$ cat src/rtl/gpcfg_pkg.sv
package gpcfg_pkg;

    localparam int        BUS_AW   = 12;
    localparam int        BUS_DW   = 32;

    localparam logic [BUS_AW-1:0] A_ALTFN  = 12'h500;
    localparam logic [BUS_AW-1:0] A_DIGEN  = 12'h504;
    localparam logic [BUS_AW-1:0] A_PULLUP = 12'h510;
    localparam logic [BUS_AW-1:0] A_PULLDN = 12'h514;
    localparam logic [BUS_AW-1:0] A_LOCK   = 12'h518;
    localparam logic [BUS_AW-1:0] A_COMMIT = 12'h51C;
    localparam logic [BUS_AW-1:0] A_PCTL   = 12'h520;

    typedef enum logic {
        LK_CLOSED = 1'b0,
        LK_OPEN   = 1'b1
    } lock_st_e;

endpackage

$ cat src/rtl/gpcfg_lock_fsm.sv
module gpcfg_lock_fsm
    import gpcfg_pkg::*;
#(
    parameter logic [BUS_DW-1:0] KEY = 32'hC0DEA5A5
) (
    input  logic              clk,
    input  logic              rst_n,
    input  logic              lock_wr,
    input  logic [BUS_DW-1:0] wdata,
    output logic              unlocked
);

    lock_st_e state_q, state_d;

    // state register
    always_ff @(posedge clk or negedge rst_n) begin
        if (!rst_n) state_q <= LK_CLOSED;
        else        state_q <= state_d;
    end

    // transitions
    always_comb begin
        state_d = state_q;
        unique case (state_q)
            LK_CLOSED: if (lock_wr && wdata == KEY) state_d = LK_OPEN;
            LK_OPEN:   if (lock_wr && wdata != KEY) state_d = LK_CLOSED;
            default:   state_d = LK_CLOSED;
        endcase
    end

    // outputs
    always_comb begin
        unique case (state_q)
            LK_OPEN:  unlocked = 1'b1;
            default:  unlocked = 1'b0;
        endcase
    end

endmodule

$ cat src/rtl/gpcfg_commit_reg.sv
module gpcfg_commit_reg #(
    parameter int               NPINS = 8,
    parameter logic [NPINS-1:0] GUARD = 8'h8F
) (
    input  logic             clk,
    input  logic             rst_n,
    input  logic             commit_wr,
    input  logic             unlocked,
    input  logic [NPINS-1:0] wdata,
    output logic [NPINS-1:0] commit
);

    for (genvar i = 0; i < NPINS; i++) begin : g_bit
        if (GUARD[i]) begin : g_guarded
            logic bit_q;
            always_ff @(posedge clk or negedge rst_n) begin
                if (!rst_n)                     bit_q <= 1'b0;
                else if (commit_wr && unlocked) bit_q <= wdata[i];
            end
            assign commit[i] = bit_q;
        end else begin : g_free
            assign commit[i] = 1'b1;
        end
    end

endmodule

$ cat src/rtl/gpcfg_pin.sv
module gpcfg_pin #(
    parameter int                PCTL_W = 4,
    parameter logic              RST_AF = 1'b0,
    parameter logic              RST_DE = 1'b0,
    parameter logic              RST_PU = 1'b0,
    parameter logic              RST_PD = 1'b0,
    parameter logic [PCTL_W-1:0] RST_PC = '0
) (
    input  logic              clk,
    input  logic              rst_n,
    input  logic              commit,
    input  logic              wr_af,
    input  logic              wr_de,
    input  logic              wr_pu,
    input  logic              wr_pd,
    input  logic              wr_pc,
    input  logic              d,
    input  logic [PCTL_W-1:0] d_pc,
    output logic              af,
    output logic              de,
    output logic              pu,
    output logic              pd,
    output logic [PCTL_W-1:0] pc
);

    always_ff @(posedge clk or negedge rst_n) begin
        if (!rst_n) begin
            af <= RST_AF;
            de <= RST_DE;
            pu <= RST_PU;
            pd <= RST_PD;
            pc <= RST_PC;
        end else if (commit) begin
            if (wr_af) af <= d;
            if (wr_de) de <= d;
            if (wr_pc) pc <= d_pc;
            if (wr_pu) begin
                pu <= d;
                if (d) pd <= 1'b0;
            end
            if (wr_pd) begin
                pd <= d;
                if (d) pu <= 1'b0;
            end
        end
    end

endmodule

$ cat src/rtl/gpcfg_bank.sv
module gpcfg_bank
    import gpcfg_pkg::*;
#(
    parameter int                       NPINS      = 8,
    parameter int                       PCTL_W     = 4,
    parameter logic [BUS_DW-1:0]        UNLOCK_KEY = 32'hC0DEA5A5,
    parameter logic [NPINS-1:0]         GUARD      = 8'h8F,
    parameter logic [NPINS-1:0]         RST_AF     = 8'h3F,
    parameter logic [NPINS-1:0]         RST_DE     = 8'h3F,
    parameter logic [NPINS-1:0]         RST_PU     = 8'h0F,
    parameter logic [NPINS-1:0]         RST_PD     = 8'h00,
    parameter logic [NPINS*PCTL_W-1:0]  RST_PC     = 32'h0011_3333
) (
    input  logic                     clk,
    input  logic                     rst_n,
    input  logic [BUS_AW-1:0]        bus_addr,
    input  logic [BUS_DW-1:0]        bus_wdata,
    input  logic                     bus_we,
    output logic [BUS_DW-1:0]        bus_rdata,
    output logic [NPINS-1:0]         pad_afsel,
    output logic [NPINS-1:0]         pad_den,
    output logic [NPINS-1:0]         pad_pu,
    output logic [NPINS-1:0]         pad_pd,
    output logic [NPINS*PCTL_W-1:0]  pad_pctl
);

    localparam int PC_TOT = NPINS * PCTL_W;

    logic             lock_open;
    logic [NPINS-1:0] commit_q;

    logic wr_af, wr_de, wr_pu, wr_pd, wr_pc, wr_lock, wr_cr;

    always_comb begin
        wr_af   = bus_we && bus_addr == A_ALTFN;
        wr_de   = bus_we && bus_addr == A_DIGEN;
        wr_pu   = bus_we && bus_addr == A_PULLUP;
        wr_pd   = bus_we && bus_addr == A_PULLDN;
        wr_pc   = bus_we && bus_addr == A_PCTL;
        wr_lock = bus_we && bus_addr == A_LOCK;
        wr_cr   = bus_we && bus_addr == A_COMMIT;
    end

    gpcfg_lock_fsm #(.KEY(UNLOCK_KEY)) lock_i (
        .clk      (clk),
        .rst_n    (rst_n),
        .lock_wr  (wr_lock),
        .wdata    (bus_wdata),
        .unlocked (lock_open)
    );

    gpcfg_commit_reg #(.NPINS(NPINS), .GUARD(GUARD)) commit_i (
        .clk       (clk),
        .rst_n     (rst_n),
        .commit_wr (wr_cr),
        .unlocked  (lock_open),
        .wdata     (bus_wdata[NPINS-1:0]),
        .commit    (commit_q)
    );

    for (genvar n = 0; n < NPINS; n++) begin : g_pin
        gpcfg_pin #(
            .PCTL_W (PCTL_W),
            .RST_AF (RST_AF[n]),
            .RST_DE (RST_DE[n]),
            .RST_PU (RST_PU[n]),
            .RST_PD (RST_PD[n]),
            .RST_PC (RST_PC[n*PCTL_W +: PCTL_W])
        ) pin_i (
            .clk    (clk),
            .rst_n  (rst_n),
            .commit (commit_q[n]),
            .wr_af  (wr_af),
            .wr_de  (wr_de),
            .wr_pu  (wr_pu),
            .wr_pd  (wr_pd),
            .wr_pc  (wr_pc),
            .d      (bus_wdata[n]),
            .d_pc   (bus_wdata[n*PCTL_W +: PCTL_W]),
            .af     (pad_afsel[n]),
            .de     (pad_den[n]),
            .pu     (pad_pu[n]),
            .pd     (pad_pd[n]),
            .pc     (pad_pctl[n*PCTL_W +: PCTL_W])
        );
    end

    always_comb begin
        bus_rdata = '0;
        unique case (bus_addr)
            A_ALTFN:  bus_rdata[NPINS-1:0]  = pad_afsel;
            A_DIGEN:  bus_rdata[NPINS-1:0]  = pad_den;
            A_PULLUP: bus_rdata[NPINS-1:0]  = pad_pu;
            A_PULLDN: bus_rdata[NPINS-1:0]  = pad_pd;
            A_LOCK:   bus_rdata[0]          = ~lock_open;
            A_COMMIT: bus_rdata[NPINS-1:0]  = commit_q;
            A_PCTL:   bus_rdata[PC_TOT-1:0] = pad_pctl;
            default:  bus_rdata = '0;
        endcase
    end

endmodule

$ cat config.mk
export PLATFORM = sky130hd
export DESIGN_NAME = gpcfg_bank
export DESIGN_NICKNAME = d
export VERILOG_FILES = /design/src/rtl/gpcfg_pkg.sv /design/src/rtl/gpcfg_lock_fsm.sv /design/src/rtl/gpcfg_commit_reg.sv /design/src/rtl/gpcfg_pin.sv /design/src/rtl/gpcfg_bank.sv
export SDC_FILE = /design/constraint.sdc
export NUM_CORES = 1
export LEC_CHECK = 0
export BUFFER_PORTS_ARGS = -buffer_cell sky130_fd_sc_hd__buf_2
export CORE_UTILIZATION = 40
export DETAILED_ROUTE_END_ITERATION = 8
export MAX_ROUTING_LAYER = met4
export PLACE_DENSITY_LB_ADDON = 0.12
export SLEW_MARGIN = 20
export SYNTH_ARGS = -nofsm -noshare
export SYNTH_HDL_FRONTEND = slang
export SYNTH_SLANG_ARGS = --single-unit
$ cat constraint.sdc
create_clock -name clk -period 4.85 [get_ports clk]
set_clock_uncertainty 0.15 [all_clocks]
set_input_delay 0.7275 -clock clk [delete_from_list [all_inputs] [get_ports clk]]
set_output_delay 0.7275 -clock clk [all_outputs]
set_load 0.05 [all_outputs]
[After elaboration in Yosys (flattened, before gate mapping)]
Cells that the tools add are included.
Storage, ports and cells
  register bits after elaboration: 70
  output and inout port bits: 96
  word-level logic and storage cells: 154
  bits of input ports: 47
Operators by class
  reductions and logical operators: 42
  mux-type cells: 55
  bitwise logic cells: 2
  eq/ne operators: 9
Operators by type and width (number)
  == test 12 x 11 -> 1 bit (second input constant): 7
  2-to-1 mux 1 bit: 51
  case mux 7 bit (6 select lines): 1
  AND reduction 2 bit: 18
  == test 32 bit (second input constant): 1
  != test 32 bit (second input constant): 1
  2-to-1 mux 24 bit: 1
  nonzero test 2 bit: 9
  AND reduction 3 bit: 5
  logical AND 1 bit: 10
  case mux 1 bit (7 select lines): 1
  NOT 1 bit: 2
  case mux 1 bit (2 select lines): 1

[Logic depth before layout (Yosys ltp)]
  word-level depth: 5
  mapped depth: 7
  depth with buffers taken out: 4

[Hierarchy]
A second synthesis with hierarchy kept.
Unflattened totals
  cells, all modules: 350
  area, all modules: 4229.1 µm²
By module, submodules not included
  gpcfg_pin (g_pin[0].pin_i ...): instances 4, cells each 25, area an instance 379.1 µm², seq. area each 206.4 µm²
  gpcfg_bank: instances 1, cells each 116, area an instance 807.0 µm², seq. area each 0.0 µm²
  gpcfg_pin (g_pin[4].pin_i ...): instances 2, cells each 25, area an instance 376.6 µm², seq. area each 203.9 µm²
  gpcfg_pin (g_pin[6].pin_i ...): instances 2, cells each 25, area an instance 372.9 µm², seq. area each 200.2 µm²
  gpcfg_commit_reg: instances 1, cells each 20, area an instance 251.5 µm², seq. area each 125.1 µm²
  gpcfg_lock_fsm: instances 1, cells each 14, area an instance 155.1 µm², seq. area each 25.0 µm²

[Worst setup path before layout]
No wires, ideal clock.
  kind: input-to-output
  from: in bus_addr[7]
  to: out bus_rdata[11]
  stages: 6
  path buffers: 2
  required time: 3973 ps
  setup slack: 1174 ps
  arrival time: 2798 ps
  cell sequence: or4b_1 > clkbuf_2 > nor3_1 > and3_1 > clkbuf_2 > and2_1
On the way
  word-level cells in the longest chain between the ends: 2
RTL lines
  start, declared: line gpcfg_bank.sv:16  | input logic [BUS_AW-1:0] bus_addr,
  == test 12 x 11 -> 1 bit: line gpcfg_bank.sv:90  | unique case (bus_addr)
  2-to-1 mux 24 bit: line gpcfg_bank.sv:90
  end, declared: line gpcfg_bank.sv:19  | output logic [BUS_DW-1:0] bus_rdata,
No other way between the ends.

[Worst setup path in the final report]
  from: in bus_addr[7]
  to: out bus_rdata[28]
Same word-level chain as after synthesis.

==> results.py <==
metrics = {
    "run_status": {
        "status": "complete, no violations",
    },
    "worst_setup_path": {
        "crit_type": "in -> out",
        "cp.required_ns": 3.97,
        "ff2ff_path_depth": 3,
        "critPathLaunchType": "input port",
        "critPathCaptureType": "output pin",
        "crit_end": "bus_rdata[28]",
        "crit_fanout": 24,
        "worstPathCellList": "buf_2 > or4b_1 > nor3_1 > buf_4 > and3_1 > and2_1 > buf_2",
        "critPathTopFamily": "simple AND/OR/NAND/NOR gates",
        "path_common_cell": "buf_2",
        "cp.depth": 7,
        "crit_buf_inv": 3,
        "startpoint": "bus_addr[7]",
        "r2r_slack_ns": 3.30,
        "max_stage_delay_ns": 0.68,
        "cpMaxStageDelayCell": "or4b_1",
        "worst_ep_arrival_time_ns": 3.02,
        "r2r_end": "commit_i.g_bit[1].g_guarded.bit_q",
    },
    "yosys": {
        "synth-seq-cells": 70,
        "yosys_warnings": 0,
        "syn-num-nets": 435,
        "synth_edf_count": 0,
        "syn_area_per_cell_um2": 10.5,
        "ys_async_sr_fraction_pct": 100,
        "syn_area_um2": 4060,
        "seq_area_frac_synth_pct": 43.9,
        "synthFlopType": "dfrtp_1",
        "yosysUniqueCellTypes": 46,
        "postSynthCellCount": 388,
    },
    "detailed_routing": {
        "drt-initial-drc-count": 109,
        "avgViaCountPerCell": 5.29,
        "ant_nets": 0,
        "drc": 0,
        "dr.pass1.iters": 4,
        "vias": 3287,
        "drt_wl_total_mm": 11.0,
        "wl_per_cell_um": 17.7,
    },
    "floorplanning": {
        "fp-row-count": 36,
        "dieArea_um2": 10600,
        "ios": 143,
        "initial_utilization_pct": 41.4,
        "die-height_um": 103,
        "core_um2": 9820,
        "dieWidth_um": 103,
    },
    "place": {
        "port_buffers": 142,
        "placed_area_um2": 4620,
        "pre_cts_ws_ns": 0.935,
        "gp_congestion": 0.838,
        "post-place-cells": 605,
        "dp_hpwl_mm": 8.01,
    },
    "timing": {
        "tightest_slew_ns": 0.851,
        "fin_hold_ws_ns": 0.301,
        "fin_crit_ns": 3.90,
        "fin_setup_tns_ns": 0,
        "max_freq_ghz": 0.256,
        "rsz0062_at_grt": "false",
        "finalCritPeriodShare_pct": 80.4,
        "maxSlewHeadroom_pct": 42.5,
        "slew_violations": 0,
        "setup_violations": 0,
        "hold_viol_final": 0,
        "setup_slack_ns": 0.950,
    },
    "cts": {
        "holdBufCountCts": 0,
        "cts_buffers": 9,
        "cts_tree": "built",
        "postCtsResizedCells": 0,
        "cts_sinks": 70,
        "post_cts_buffers": 0,
        "clockRootBuffer": "clkbuf_8",
        "clk_latency_ns": 0.35,
        "clk_pin_slew_ns": 0.07,
        "max-clock-path-buffers": 2,
        "htreeDepth": 3,
    },
    "finish": {
        "fillers": 977,
        "diodes": 0,
        "fin_area_um2": 4790,
        "syn2layout_area_growth_pct": 17.9,
        "final_util_pct": 48.8,
        "mostFrequentLayoutCell": "buf_2",
        "final_cell_mix": "142 x buf_2, 51 x mux2_2, 44 x dfrtp_1",
        "nets": 530,
        "drive_gt1_share_pct": 51.0,
        "fin_cells": 621,
    },
    "flow_run": {
        "maxCapViolations": 0,
    },
    "pwr": {
        "pwr-share-seq_pct": 52.8,
        "comb_power_share_pct": 8.2,
        "totalPowerFinal_mw": 1.11,
        "peakVddDrop_uv": 90.6,
        "p_sw_share_pct": 25.8,
        "clkPwrFrac_pct": 39.0,
        "leakage_nw": 2.44,
        "power_switching_uw": 287,
        "p_int_uw": 824,
        "p_per_area_nw_per_um2": 232,
    },
    "global_route": {
        "grt_pass1_vias": 3055,
        "grt_max_degree": 37,
        "antenna_found_initial": 0,
        "grt_overflow_total": 0,
        "gr-usage-all-layers_pct": 22.4,
        "grt_pass1_wl_mm": 17.1,
    },
    "hold_path": {
        "hold_path.class": "in -> async",
    },
}
==> state kept, by name, summed over array words and instances, names as in the netlist, named ones only <==
signal                          cells
commit_i.g_bit.g_guarded.bit_q      5
g_pin.pin_i.pd                      8
g_pin.pin_i.de                      8
g_pin.pin_i.af                      8
g_pin.pin_i.pu                      8
g_pin.pin_i.pc                     32
==> routing by layer <==
| metal | vias up | global-route usage [%] | wire length (um) |
|---|---|---|---|
| met5 | - | - | 0 |
| met4 | 0 | 8.45 | 176 |
| met2 | 130 | 32.4 | 4930 |
| met1 | 1571 | 32.0 | 5270 |
| met3 | 12 | 2.92 | 618 |
| li1 | 1574 | - | - |
==> logic make-up (layout without fill, tap and decap cells) <==
logic type             count (synthesis)  after routing  share of synthesized area [%]
multiplexers                          65             65                           18.2
AND/OR/NAND/NOR                      122            122                           18.2
AO/OA/AOI/OAI                         68             68                           10.6
flip-flops                            70             70                           43.9
buffers and inverters                 63            163                           9.14
==> cell usage after synthesis (2+ instances only) <==
library cell  number  area share, %
a2bb2oi_1          6            1.3
buf_4             32            5.9
nor2_1             7           0.65
nand3b_1           6            1.1
nor4_1             3           0.46
and2_1            26            4.0
a22o_1             2           0.43
clkbuf_2           3           0.37
buf_2              3           0.37
nor4b_1            3           0.65
nand2_1           22            2.0
o211ai_1           2           0.37
o21ai_0           20            2.5
mux2_4             5            1.8
dfrtp_1           44             27
clkbuf_1          20            1.8
a31oi_1           23            3.5
nor2b_1            4           0.62
o41ai_1            3           0.65
nor3_1             3           0.37
nand4b_1           3           0.65
nor4bb_1           2           0.49
mux2i_1            9            2.2
nor3b_1            2           0.37
or3_1              5           0.77
mux2_2            51             14
nand3_1           14            1.7
nand4_1            8            1.2
a21oi_1            8           0.99
buf_1              4           0.37
and3_1             3           0.46
nand2b_1           3           0.46
dfstp_2           26             17
==> final cells by class <==
cell class / count / area, um^2 / share of cell area [%]
multi-input cells: 255 / 1920 / 40.0
flip-flops and latches: 70 / 1780 / 37.2
repair buffers: 147 / 748 / 15.6
well taps: 133 / 166 / 3.47
clock buffers: 12 / 155 / 3.24
clock inverters: 4 / 22.5 / 0.470
==> worst min path at each step <==
stage | from | endpoint | slack, ns | cells past startpoint
final | rst_n | g_pin[1].pin_i.pd | 0.30 | 1
after global routing | rst_n | g_pin[1].pin_i.pd | 0.36 | 1
after CTS | rst_n | g_pin[1].pin_i.pd | 0.32 | 1
after global placement | g_pin[3].pin_i.pc[2] | g_pin[3].pin_i.pc[2] | 0.35 | 1
after detailed placement | g_pin[3].pin_i.pc[2] | g_pin[3].pin_i.pc[2] | 0.36 | 1
after floorplan | rst_n | async pin | 0.28 | 0
==> worst reg2reg max path: cells and delay by family (launching register included) <==
| family | cells | cell delay [ns] |
|---|---|---|
| DFF | 1 | 0.37 |
| muxes | 1 | 0.34 |
| and+or+nand+nor | 2 | 0.57 |
==> power by group through the flow <==
stage	registers, mW	logic (mW)	clock network [mW]
after floorplan	0.598	0.0384	0
after global placement	0.597	0.0908	0
after detailed placement	0.597	0.0915	0
after CTS	0.586	0.0916	0.446
after global routing	0.586	0.100	0.471
final	0.586	0.0908	0.434
Power figures use the tool's default switching activity.
